File: src/rtl/stipple_pkg.sv
`timescale 1ns/1ps
// Shared types for the stipple colour expander.
package stipple_pkg;
    // Register select codes on the configuration port.
    typedef enum logic [1:0] {
        SEL_FG    = 2'd0,
        SEL_BG    = 2'd1,
        SEL_PMASK = 2'd2,
        SEL_NONE  = 2'd3
    } cfg_sel_e;
endpackage

File: src/rtl/stipple_cfg_regs.sv
`timescale 1ns/1ps
// Colour and pixel-mask registers.
// Assumes: one register write per cycle; select 3 writes nothing.
module stipple_cfg_regs #(
    parameter int DATA_W = 32,
    parameter int MASK_W = 32
) (
    input  logic              clk,
    input  logic              rst_n,
    input  logic              we,
    input  logic [1:0]        sel,
    input  logic [DATA_W-1:0] wdata,
    output logic [DATA_W-1:0] fg,
    output logic [DATA_W-1:0] bg,
    output logic [MASK_W-1:0] pmask
);
    import stipple_pkg::*;

    // Load the addressed register, reset colours to zero and the mask to ones.
    always_ff @(posedge clk) begin
        if (!rst_n) begin
            fg    <= '0;
            bg    <= '0;
            pmask <= '1;
        end else if (we) begin
            case (cfg_sel_e'(sel))
                SEL_FG:    fg    <= wdata;
                SEL_BG:    bg    <= wdata;
                SEL_PMASK: pmask <= MASK_W'(wdata);
                default:   ;
            endcase
        end
    end
endmodule

File: src/rtl/stipple_seq.sv
`timescale 1ns/1ps
// Burst sequencer: accepts a stipple word when idle, captures the word,
// the colours, the pixel mask and the depth, then steps a beat index
// once per cycle until the last beat of that depth.
// Assumes: MASK_W is a power of two and a multiple of DATA_W/8.
module stipple_seq #(
    parameter int ADDR_W = 32,
    parameter int MASK_W = 32,
    parameter int DATA_W = 32,
    localparam int LANES = DATA_W / 8,
    localparam int IDX_W = $clog2(MASK_W)
) (
    input  logic              clk,
    input  logic              rst_n,
    input  logic              req_valid,
    output logic              req_ready,
    input  logic [ADDR_W-1:0] req_addr,
    input  logic [MASK_W-1:0] req_mask,
    input  logic              req_depth,
    input  logic [DATA_W-1:0] cur_fg,
    input  logic [DATA_W-1:0] cur_bg,
    input  logic [MASK_W-1:0] cur_pmask,
    output logic              busy,
    output logic [IDX_W-1:0]  beat_idx,
    output logic              run_depth,
    output logic [ADDR_W-1:0] run_addr,
    output logic [MASK_W-1:0] run_mask,
    output logic [MASK_W-1:0] run_pmask,
    output logic [DATA_W-1:0] run_fg,
    output logic [DATA_W-1:0] run_bg
);
    localparam logic [IDX_W-1:0] LAST_WIDE   = IDX_W'(MASK_W - 1);
    localparam logic [IDX_W-1:0] LAST_NARROW = IDX_W'(MASK_W / LANES - 1);

    logic             accept;
    logic [IDX_W-1:0] last_idx;

    // Idle means ready; acceptance and the last beat index follow the depth.
    always_comb begin
        req_ready = !busy;
        accept    = req_valid && !busy;
        last_idx  = run_depth ? LAST_WIDE : LAST_NARROW;
    end

    // Run state: start on acceptance, advance per beat, stop after the last.
    always_ff @(posedge clk) begin
        if (!rst_n) begin
            busy     <= 1'b0;
            beat_idx <= '0;
        end else if (accept) begin
            busy     <= 1'b1;
            beat_idx <= '0;
        end else if (busy) begin
            if (beat_idx == last_idx) begin
                busy     <= 1'b0;
                beat_idx <= '0;
            end else begin
                beat_idx <= beat_idx + 1'b1;
            end
        end
    end

    // Capture of the word and the configuration at acceptance.
    always_ff @(posedge clk) begin
        if (!rst_n) begin
            run_depth <= 1'b0;
            run_addr  <= '0;
            run_mask  <= '0;
            run_pmask <= '1;
            run_fg    <= '0;
            run_bg    <= '0;
        end else if (accept) begin
            run_depth <= req_depth;
            run_addr  <= req_addr;
            run_mask  <= req_mask;
            run_pmask <= cur_pmask;
            run_fg    <= cur_fg;
            run_bg    <= cur_bg;
        end
    end
endmodule

File: src/rtl/stipple_lanes.sv
`timescale 1ns/1ps
// Per-byte-lane colour selection for one beat.
// At the narrow depth lane j shows pixel idx*LANES+j using byte j of the
// chosen colour; at the wide depth every lane shows pixel idx.
module stipple_lanes #(
    parameter int MASK_W = 32,
    parameter int DATA_W = 32,
    localparam int LANES  = DATA_W / 8,
    localparam int IDX_W  = $clog2(MASK_W),
    localparam int LANE_SH = $clog2(LANES)
) (
    input  logic              wide,
    input  logic [IDX_W-1:0]  idx,
    input  logic [MASK_W-1:0] mask,
    input  logic [MASK_W-1:0] pmask,
    input  logic [DATA_W-1:0] fg,
    input  logic [DATA_W-1:0] bg,
    output logic [DATA_W-1:0] data,
    output logic [LANES-1:0]  be
);
    for (genvar j = 0; j < LANES; j++) begin : g_lane
        logic [IDX_W-1:0] pix;
        // Pixel number served by this lane, then its colour byte and enable.
        always_comb begin
            pix = wide ? idx : ((idx << LANE_SH) | IDX_W'(j));
            data[8*j +: 8] = mask[pix] ? fg[8*j +: 8] : bg[8*j +: 8];
            be[j]          = pmask[pix];
        end
    end
endmodule

File: src/rtl/stipple_expander.sv
`timescale 1ns/1ps
// Opaque stipple colour expander, top level.
// One accepted stipple word becomes MASK_W/LANES beats (narrow depth) or
// MASK_W beats (wide depth), one per cycle, at word-aligned addresses
// stepping by LANES bytes. Assumes the consumer takes a beat every cycle.
module stipple_expander #(
    parameter int ADDR_W = 32,
    parameter int MASK_W = 32,
    parameter int DATA_W = 32,
    localparam int LANES = DATA_W / 8
) (
    input  logic              clk,
    input  logic              rst_n,
    input  logic              depth_32,
    input  logic              cfg_we,
    input  logic [1:0]        cfg_sel,
    input  logic [DATA_W-1:0] cfg_wdata,
    input  logic              st_valid,
    output logic              st_ready,
    input  logic [ADDR_W-1:0] st_addr,
    input  logic [MASK_W-1:0] st_mask,
    output logic              out_valid,
    output logic [ADDR_W-1:0] out_addr,
    output logic [DATA_W-1:0] out_data,
    output logic [LANES-1:0]  out_be
);
    localparam int IDX_W   = $clog2(MASK_W);
    localparam int LANE_SH = $clog2(LANES);
    localparam logic [ADDR_W-1:0] ALIGN = ~ADDR_W'(LANES - 1);

    logic [DATA_W-1:0] fg, bg, run_fg, run_bg;
    logic [MASK_W-1:0] pmask, run_pmask, run_mask;
    logic [ADDR_W-1:0] run_addr;
    logic [IDX_W-1:0]  beat_idx;
    logic              busy, run_depth;

    stipple_cfg_regs #(.DATA_W(DATA_W), .MASK_W(MASK_W)) u_regs (
        .clk(clk), .rst_n(rst_n), .we(cfg_we), .sel(cfg_sel),
        .wdata(cfg_wdata), .fg(fg), .bg(bg), .pmask(pmask)
    );

    stipple_seq #(.ADDR_W(ADDR_W), .MASK_W(MASK_W), .DATA_W(DATA_W)) u_seq (
        .clk(clk), .rst_n(rst_n),
        .req_valid(st_valid), .req_ready(st_ready),
        .req_addr(st_addr), .req_mask(st_mask), .req_depth(depth_32),
        .cur_fg(fg), .cur_bg(bg), .cur_pmask(pmask),
        .busy(busy), .beat_idx(beat_idx), .run_depth(run_depth),
        .run_addr(run_addr), .run_mask(run_mask), .run_pmask(run_pmask),
        .run_fg(run_fg), .run_bg(run_bg)
    );

    stipple_lanes #(.MASK_W(MASK_W), .DATA_W(DATA_W)) u_lanes (
        .wide(run_depth), .idx(beat_idx), .mask(run_mask), .pmask(run_pmask),
        .fg(run_fg), .bg(run_bg), .data(out_data), .be(out_be)
    );

    // Beat address: aligned start plus LANES bytes per beat.
    always_comb begin
        out_valid = busy;
        out_addr  = (run_addr & ALIGN)
                  + ({{(ADDR_W-IDX_W){1'b0}}, beat_idx} << LANE_SH);
    end
endmodule

File: config.mk
export PLATFORM = sky130hd
export DESIGN_NAME = stipple_expander
export DESIGN_NICKNAME = d
export VERILOG_FILES = /design/src/rtl/stipple_pkg.sv /design/src/rtl/stipple_cfg_regs.sv /design/src/rtl/stipple_seq.sv /design/src/rtl/stipple_lanes.sv /design/src/rtl/stipple_expander.sv
export SDC_FILE = /design/constraint.sdc
export NUM_CORES = 1
export LEC_CHECK = 0
export ABC_AREA = 0
export BUFFER_PORTS_ARGS = -buffer_cell sky130_fd_sc_hd__buf_2
export CAP_MARGIN = 5
export CORE_ASPECT_RATIO = 1.25
export CORE_MARGIN = 5
export CORE_UTILIZATION = 50
export CTS_CLUSTER_SIZE = 12
export DETAILED_ROUTE_END_ITERATION = 6
export PLACE_DENSITY_LB_ADDON = 0.08
export SETUP_SLACK_MARGIN = 0.1
export SYNTH_ARGS = -nofsm -noshare
export SYNTH_HDL_FRONTEND = slang
export SYNTH_HIERARCHICAL = 1
export SYNTH_SLANG_ARGS = --single-unit
File: constraint.sdc
create_clock -name clk -period 2.3 [get_ports clk]
set_input_delay 0.345 -clock clk [delete_from_list [all_inputs] [get_ports clk]]
set_output_delay 0.345 -clock clk [all_outputs]
set_load 0.02 [all_outputs]
# [After elaboration in Yosys (flattened, before gate mapping)]
# Index checks and enable logic that the tools add are counted.
[op_classes] add_sub_neg=2 order_cmp=4 eq_ne=3 mux=29 n_bitwise=1 reduce_logical=7
[op_table] operator="binary-select mux 1 bit (select 5 bit)" count=8
[op_table] operator="adder 32 x 7 -> 32 bit" count=1
[op_table] operator="2-to-1 mux 8 bit" count=4
[op_table] operator="2-to-1 mux 5 bit" count=6
[op_table] operator="< comparator 5 x 6 -> 1 bit (second input constant)" count=4
[op_table] operator="2-to-1 mux 1 bit" count=11
[op_table] operator="AND reduction 2 bit" count=3
[op_table] operator="adder 5 x 1 -> 5 bit (second input constant)" count=1
[op_table] operator="equality test 5 bit" count=1
[op_table] operator="equality test 2 x 1 -> 1 bit (second input constant)" count=1
[op_table] operator="equality test 2 bit (second input constant)" count=1
[op_table] operator="logical NOT 2 bit" count=1
[op_table] operator="OR reduction 2 bit" count=1
[op_table] operator="logical AND 1 bit" count=1
[op_table] operator="logical NOT 1 bit" count=1
[op_table] operator="inverter 1 bit" count=1
[word_totals] ff_bits=263 inputBits=103 out_inout_bits=70 wordCells=57

# [Depth between registers and ports, before layout]
# Gate-level depths: netlist (run 1).
[depth] depth_word=5 mapped_depth=10 mapped_depth_nobuf=7

# [Modules after synthesis]
# Netlist (run 1), hierarchy kept.
[by_module_without_submodules] mod="stipple_seq" n_inst=1 cells_each=736 area_per_inst_um2=6197.2 seq_area_each_um2=3343.2
[by_module_without_submodules] mod="stipple_cfg_regs" n_inst=1 cells_each=392 area_per_inst_um2=3887.5 seq_area_each_um2=1921.8
[by_module_without_submodules] mod="stipple_lanes" n_inst=1 cells_each=308 area_per_inst_um2=2588.7 seq_area_each_um2=0.0
[by_module_without_submodules] mod="stipple_expander" n_inst=1 cells_each=110 area_per_inst_um2=895.9 seq_area_each_um2=0.0

# [Least setup slack after synthesis (run 1)]
# OpenSTA, ideal clock, no wires.
[synth_path] path_type="flip-flop to output port" from="register u_seq.beat_idx[0]" to="output out_addr[26]" arrival_time_ns=2.208 required_ns=1.955 path_slack_ns=-0.253 path_stages_with_launch=9 n_path_buf=1 path_cell_list="dfxtp_1 -> ha_1 -> inv_1 -> fa_1 -> and2b_1 -> o2111ai_2 -> buf_2 -> a211oi_1 -> xor2_1"
[synth_between] elab_chain_cells=1
[synth_lines] item="start: declaration" line_no="stipple_seq.sv:24" rtl="output logic [IDX_W-1:0] beat_idx,"
[synth_lines] item="start signal: assignment" line_no="stipple_seq.sv:58" rtl="beat_idx <= beat_idx + 1'b1;"
[synth_lines] item="adder 32 x 7 -> 32 bit" line_no="stipple_expander.sv:61" rtl="+ ({{(ADDR_W-IDX_W){1'b0}}, beat_idx} << LANE_SH);"
[synth_lines] item="end: declaration" line_no="stipple_expander.sv:23" rtl="output logic [ADDR_W-1:0] out_addr,"
# Every way passes these cells.

# [Worst setup path in the final report (run 1)]
[layout_path] from="register u_seq.beat_idx[0]" to="output out_data[12]"
[layout_between] elab_chain_cells=4
[layout_lines] item="2-to-1 mux 5 bit" line_no="stipple_lanes.sv:25" rtl="pix = wide ? idx : ((idx << LANE_SH) | IDX_W'(j));"
[layout_lines] item="binary-select mux 1 bit (select 5 bit)" line_no="stipple_lanes.sv:26" rtl="data[8*j +: 8] = mask[pix] ? fg[8*j +: 8] : bg[8*j +: 8];"
[layout_lines] item="2-to-1 mux 1 bit (implied by the code)" line_no="stipple_lanes.sv:26"
[layout_lines] item="2-to-1 mux 8 bit" line_no="stipple_lanes.sv:26"
[layout_lines] item="end: declaration" line_no="stipple_expander.sv:24" rtl="output logic [DATA_W-1:0] out_data,"
# Every way passes these cells. The select of a mux whose other input is x is not followed.

==> out/summary.txt, run 1 <==
======================================================================================================
Number of core rows                                                                                 67
Worst Slack Setup Final                                                                      -1.056 ns
DR vias                                                                                          11634
Post-DR wirelength/cell                                                                       17.64 µm
Number of antenna violations at the first check in global routing                                    3
Gp weighted congestion                                                                          0.9256
Result of the run                                                                         finished with violations
# clock sinks                                                                                      261
Max IR drop VDD                                                                            0.0005592 V
Detailed-route vias per instance                                                                 5.421
Routed Antenna Nets                                                                                  0
Die outline height                                                                            193.7 µm
Vias in the first global route                                                                   11784
Post-Route Hold Slack                                                                       0.03849 ns
Global-route wire length before repair                                                        61770 µm
WL final                                                                                      37850 µm
Clock Path Buffers                                                                                   3
TritonCTS buffer count                                                                              28
Final critical path time including I/O delays and setup                                       3.356 ns
Sum of negative setup slack                                                                  -51.91 ns
Kind of end point of the critical path                                                     output port
I/O Buffers                                                                                        168
Share of final-layout standard cells stronger than drive strength 1                             0.3200
Pin count of the biggest net entering global routing                                                82
Leakage power                                                                                 7.693 nW
DIE AREA                                                                                     30400 µm²
Mean post-synth cell area                                                                    8.777 µm²
Sort of element at the start of the critical path                                                 flop
Final Non-Filler Cells                                                                            2146
GR Overflow Total                                                                                    0
Clk_skew                                                                                    0.01087 ns
Number of hold-slack violations in the final timing report                                           0
Gate Count Post-Synth                                                                             1538
DRC Markers                                                                                          0
Unrepaired setup endpoints after global routing                                                   true
Critical path peak fanout                                                                            8
Width of the chip                                                                             157.0 µm
Count of H-tree levels built during CTS                                                              1
Area growth, synth to finish                                                                    31.63%
Hold buffers post-CTS                                                                                0
Post-layout util                                                                                0.6645
First-pass detailed-route iteration total                                                            6
Setup violations, final                                                                             65
Top achievable clock speed                                                                   298.0 MHz
IO Pins                                                                                            173
HPWL after DPL                                                                                26820 µm
DRC marker count from the first detailed-route iteration                                           689
Max-capacitance violation count                                                                      0
Failing checks                                                                            negative setup slack
Type of the worst setup path                                                              flop to output port
Ratio of final minimum period to clock period                                                    1.459
Cell at the root of the clock tree                                                           clkbuf_16
Clock transition at the register clock pins on the worst setup and hold paths after CTS        0.06 ns
Data arrival time at the worst-slack endpoint                                                  3.01 ns
Data required, critical path                                                                   1.96 ns
Clock latency on the worst-skew pair                                                           0.53 ns
Number of cells in the design after placement                                                     2071
Effective utilization at floorplan                                                              0.5048
Placeable Area                                                                               26740 µm²
Yosys Warn Count                                                                                     6
Max-slew violation count                                                                             0
Power Density                                                                             638.7 nW/µm²
Mapped Area                                                                                  13500 µm²
Worst hold-check path type                                                                primary input to flop
CTS tree                                                                                           yes
Number of nets at the end of the flow                                                             1894
GRT Util Overall                                                                                0.2447
======================================================================================================
[worst paths after layout]
check	cells past startpoint	startpoint	slack, ns	endpoint
worst max register to register	5	u_seq/run_depth$_SDFFE_PN0P_	0.88	u_seq/beat_idx[0]$_SDFFE_PP0P_
worst min register to register	2	u_regs/fg[31]$_SDFFE_PN0P_	0.46	u_regs/fg[31]$_SDFFE_PN0P_
worst max-delay path	10	u_seq/beat_idx[0]$_SDFFE_PP0P_	-1.06	out_data[12]
worst min-delay path	3	st_mask[6]	0.04	u_seq/run_mask[6]$_SDFFE_PN0P_
[layout by cell type (no fill, tap or decap), drive strengths merged, types with 16 or more instances in the layout]
cell type / n
o21ai: 19
inv: 47
o211ai: 33
a21oi: 26
nand4b: 34
xor2: 27
nand2: 471
mux2i: 82
buf: 338
mux2: 38
a21boi: 130
dfxtp: 261
clkbuf: 39
nand3: 59
nor2: 16
mux4: 25
[cell type report]
cell class | count | area (µm²)
clock buffer | 38 | 799.5
fill | 2227 | 8972
sequential | 261 | 5241
inverter | 47 | 176.4
antenna | 1 | 2.502
multi-input combinational | 1105 | 8137
clock inverter | 8 | 90.09
timing repair buffer | 341 | 2892
tap | 345 | 431.7
[registers in the layout (all words and copies together) (netlist names)]
name and cells:
u_regs/bg 32, u_regs/fg 32, u_regs/pmask 32, u_seq/run_bg 32, u_seq/run_fg 32, u_seq/run_mask 32
u_seq/run_pmask 32, u_seq/run_addr 30, u_seq/beat_idx 5, u_seq/busy 1, u_seq/run_depth 1
[critical path, stage by stage, from the launching register on]
cell	delay [ns]
dfxtp_4	0.35
buf_8	0.14
buf_12	0.15
mux2i_4	0.24
a22o_1	0.22
a221oi_2	0.04
a32o_2	0.26
a211oi_4	0.41
buf_12	0.20
mux2_4	0.31
buf_6	0.13
[per-stage QoR]
stage	cell area [µm²]	worst slack (ns)	power (mW)
after floorplan	13910	-0.1251	6.207
after global placement	15700	-0.6158	6.844
after detailed placement	15700	-0.5681	6.863
after CTS	17450	-1.080	11.43
after global routing	17770	-1.142	11.87
final	17770	-1.056	11.35
[what timing repair did]
| item | in CTS | in global routing |
|---|---|---|
| pin swaps | 38 | 22 |
| buffers inserted | 17 | 7 |
| gates resized for setup | 163 | 55 |
| cloned | 3 | 1 |
| setup endpoints to repair | 65 | 65 |
[where the power goes]
part | internal (mW) | total (mW) | switching (mW)
Sequential | 4.73 | 4.91 | 0.172
Clock | 2.62 | 4.38 | 1.76
Combinational | 0.962 | 2.07 | 1.10
[metal layers]
| layer | part of all wire | track usage | vias to the layer above |
|---|---|---|---|
| li1 | - | - | 5759 |
| met1 | 0.42 | 0.3074 | 5531 |
| met2 | 0.50 | 0.4273 | 264 |
| met3 | 0.047 | 0.03751 | 76 |
| met4 | 0.031 | 0.07878 | 4 |
| met5 | 0.00055 | 0 | - |
(Power assumes the default switching activity.)
==> run 2: changes to the inputs <==
--- a/config.mk
+++ b/config.mk
@@ -9,10 +9,11 @@
 export BUFFER_PORTS_ARGS = -buffer_cell sky130_fd_sc_hd__buf_2
 export CAP_MARGIN = 5
 export CORE_ASPECT_RATIO = 1.25
-export CORE_MARGIN = 5
+export CORE_MARGIN = 10
 export CORE_UTILIZATION = 50
 export CTS_CLUSTER_SIZE = 12
 export DETAILED_ROUTE_END_ITERATION = 6
+export MAX_ROUTING_LAYER = met4
 export PLACE_DENSITY_LB_ADDON = 0.08
 export SETUP_SLACK_MARGIN = 0.1
 export SYNTH_ARGS = -nofsm -noshare
==> constraint.sdc (replaced) <==
create_clock -name clk -period 3.4 [get_ports clk]
set_input_delay 0.51 -clock clk [delete_from_list [all_inputs] [get_ports clk]]
set_output_delay 0.51 -clock clk [all_outputs]
set_load 0.02 [all_outputs]
==> out/summary.txt, run 2 (synthesized netlist as in run 1, its figures left out) <==
======================================================================================================
Result of the run                                                                         finished with violations
Failing checks                                                                            negative setup slack
Area growth, synth to finish                                                                    21.74%
Sum of negative setup slack                                                                 -0.7405 ns
Master of the slowest instance on the critical path                                            dfxtp_4
Clock transition at the register clock pins on the worst setup and hold paths after CTS        0.06 ns
WL final                                                                                      37440 µm
# clock sinks                                                                                      261
Die outline height                                                                            203.7 µm
Data arrival time at the worst-slack endpoint                                                  2.95 ns
Part of the total power dissipated in sequential elements                                        0.439
Startpoint of the worst register-to-register path                                         u_seq/busy$_SDFF_PN0_
Number of cells on the worst hold path                                                               3
Max-slew violation count                                                                             0
IO Pins                                                                                            173
Detailed-route vias per instance                                                                 5.478
Clock latency on the worst-skew pair                                                           0.55 ns
Register-to-register setup slack                                                               1.27 ns
Power Density                                                                             463.5 nW/µm²
Leakage power                                                                                 6.960 nW
Unrepaired setup endpoints after global routing                                                   true
Cell at the root of the clock tree                                                           clkbuf_16
Number of nets at the end of the flow                                                             1796
Dominant delay contributor by cell family on the critical path                            compound AO/OA/AOI/OAI gates
Effective utilization at floorplan                                                              0.5048
Pin count of the biggest net entering global routing                                               111
DRC marker count from the first detailed-route iteration                                           644
Startpoint of the worst setup timing path                                                 u_seq/beat_idx[0]$_SDFFE_PP0P_
Count of H-tree levels built during CTS                                                              1
GRT Util Overall                                                                                0.2114
Cell area after placement                                                                    14360 µm²
Endpoint of the lowest-slack register-to-register path                                    u_seq/run_fg[11]$_SDFFE_PN0P_
Number of core rows                                                                                 67
Clock Path Buffers                                                                                   3
Vias in the first global route                                                                   11147
Kind of end point of the critical path                                                     output port
Post-DR wirelength/cell                                                                       18.24 µm
Number of antenna violations at the first check in global routing                                    4
Worst hold-check path type                                                                primary input to flop
Share of final-layout standard cells stronger than drive strength 1                             0.2560
HPWL after DPL                                                                                24470 µm
Final critical path time including I/O delays and setup                                       3.455 ns
Ratio of final minimum period to clock period                                                    1.016
DRC Markers                                                                                          0
Final standard cell area without fillers                                                     16430 µm²
DIE AREA                                                                                     34010 µm²
Most common cell after layout, fill and taps aside                                             nand2_1
DR vias                                                                                          11240
Switching pwr                                                                                 2.056 mW
Slew margin rel.                                                                                0.4887
I/O Buffers                                                                                        168
Internal power                                                                                5.561 mW
Hold buffers post-CTS                                                                                0
Number of stages on the worst setup path                                                            10
Share of power burned in combinational logic                                                     0.164
Max IR drop VDD                                                                            0.0004044 V
TritonCTS buffer count                                                                              28
Sort of element at the start of the critical path                                                 flop
Routed Antenna Nets                                                                                  0
Switching power share of the total                                                              0.2699
R2R cell count                                                                                       4
Gp weighted congestion                                                                          0.9487
Worst Slack Setup Final                                                                    -0.05550 ns
Number of hold-slack violations in the final timing report                                           0
Placeable Area                                                                               26740 µm²
Width of the chip                                                                             167.0 µm
Data required, critical path                                                                   2.89 ns
Type of the worst setup path                                                              flop to output port
Top achievable clock speed                                                                   289.4 MHz
Cell-by-cell trace of the critical path                                                   buf_12 -> buf_12 -> mux2i_4 -> a22o_1 -> a221oi_2 -> a32o_2 -> a211oi_4 -> buf_6 -> mux2_4 -> buf_6
Clock group share of total power                                                                 0.398
Clk_skew                                                                                    0.01159 ns
CTS tree                                                                                           yes
Global-route wire length before repair                                                        59160 µm
Commonest cells after routing, fill and taps aside                                        nand2_1 (468), dfxtp_1 (256), buf_2 (136)
Combined buffer and inverter count along the critical path                                           4
Critical path peak fanout                                                                            8
First-pass detailed-route iteration total                                                            5
Max-capacitance violation count                                                                      0
Worst setup path end                                                                      out_data[13]
Delay of the slowest cell on the worst path                                                    0.42 ns
Least-Margin Pin Slew                                                                        0.7670 ns
Setup violations, final                                                                             19
GR Overflow Total                                                                                    0
======================================================================================================
## run 2: power by group through the flow
stage | Combinational [mW] | Sequential (mW) | Clock (mW)
after global placement | 1.07 | 3.39 | 0
after detailed placement | 1.08 | 3.40 | 0
after global routing | 1.35 | 3.36 | 3.23
final | 1.25 | 3.34 | 3.03
after CTS | 1.17 | 3.34 | 3.11
after floorplan | 0.810 | 3.35 | 0
## run 2: area by class of cell
cell class / count / area, µm²
Clock inverter: 7 / 125.1
Fill cell: 2406 / 10310
Tap cell: 345 / 431.7
Multi-Input combinational cell: 1107 / 7782
Timing Repair Buffer: 241 / 1889
Inverter: 47 / 178.9
Sequential cell: 261 / 5241
Antenna cell: 4 / 10.01
Clock buffer: 40 / 775.7
## run 2: worst reg2reg max path, stage by stage (launching register included)
cell      delay, ns
dfxtp_1        0.63
nand2b_4       0.72
buf_12         0.39
nand2_1        0.12
a21boi_0       0.20
## run 2: timing repair
| item | CTS | global route |
|---|---|---|
| endpoints found under the setup margin | 51 | 53 |
| cloned | 5 | 4 |
| pin swaps | 9 | 11 |
| buffers inserted | 11 | 21 |
| gates resized for setup | 96 | 80 |
## run 2: metal layers
metal  up-vias  track usage  wire [µm]
li1       5579            -          -
met4         0      0.07506       1316
met5         -            -          0
met2       271       0.3523      18160
met3        86      0.03678       1976
met1      5304       0.2526      15980
## run 2: worst min-delay path by stage
stage | from | end | slack, ns
floorplan | u_seq/run_addr[7]$_SDFFE_PN0P_ | u_seq/run_addr[7]$_SDFFE_PN0P_ | 0.43
global placement | u_regs/fg[8]$_SDFFE_PN0P_ | u_regs/fg[8]$_SDFFE_PN0P_ | 0.44
detailed placement | u_regs/fg[11]$_SDFFE_PN0P_ | u_regs/fg[11]$_SDFFE_PN0P_ | 0.45
CTS | st_addr[18] | u_seq/run_addr[18]$_SDFFE_PN0P_ | 0.17
global route | st_addr[12] | u_seq/run_addr[12]$_SDFFE_PN0P_ | 0.18
finish | st_addr[18] | u_seq/run_addr[18]$_SDFFE_PN0P_ | 0.19
## run 2: metrics by stage
stage / cells / util / hold WS (ns) / total power [mW] / setup WS (ns)
2_1_floorplan: 1539 / - / 0.4317 / 4.163 / 0.6822
3_3_place_gp: 1960 / 0.5368 / 0.4440 / 4.462 / 0.2289
4_1_cts: 2023 / 0.5928 / 0.1716 / 7.623 / -0.07779
6_report: 2052 / 0.6146 / 0.1904 / 7.617 / -0.05550
3_5_place_dp: 1960 / 0.5368 / 0.4466 / 4.474 / 0.2349
5_1_grt: 2052 / 0.6146 / 0.1809 / 7.945 / -0.1416
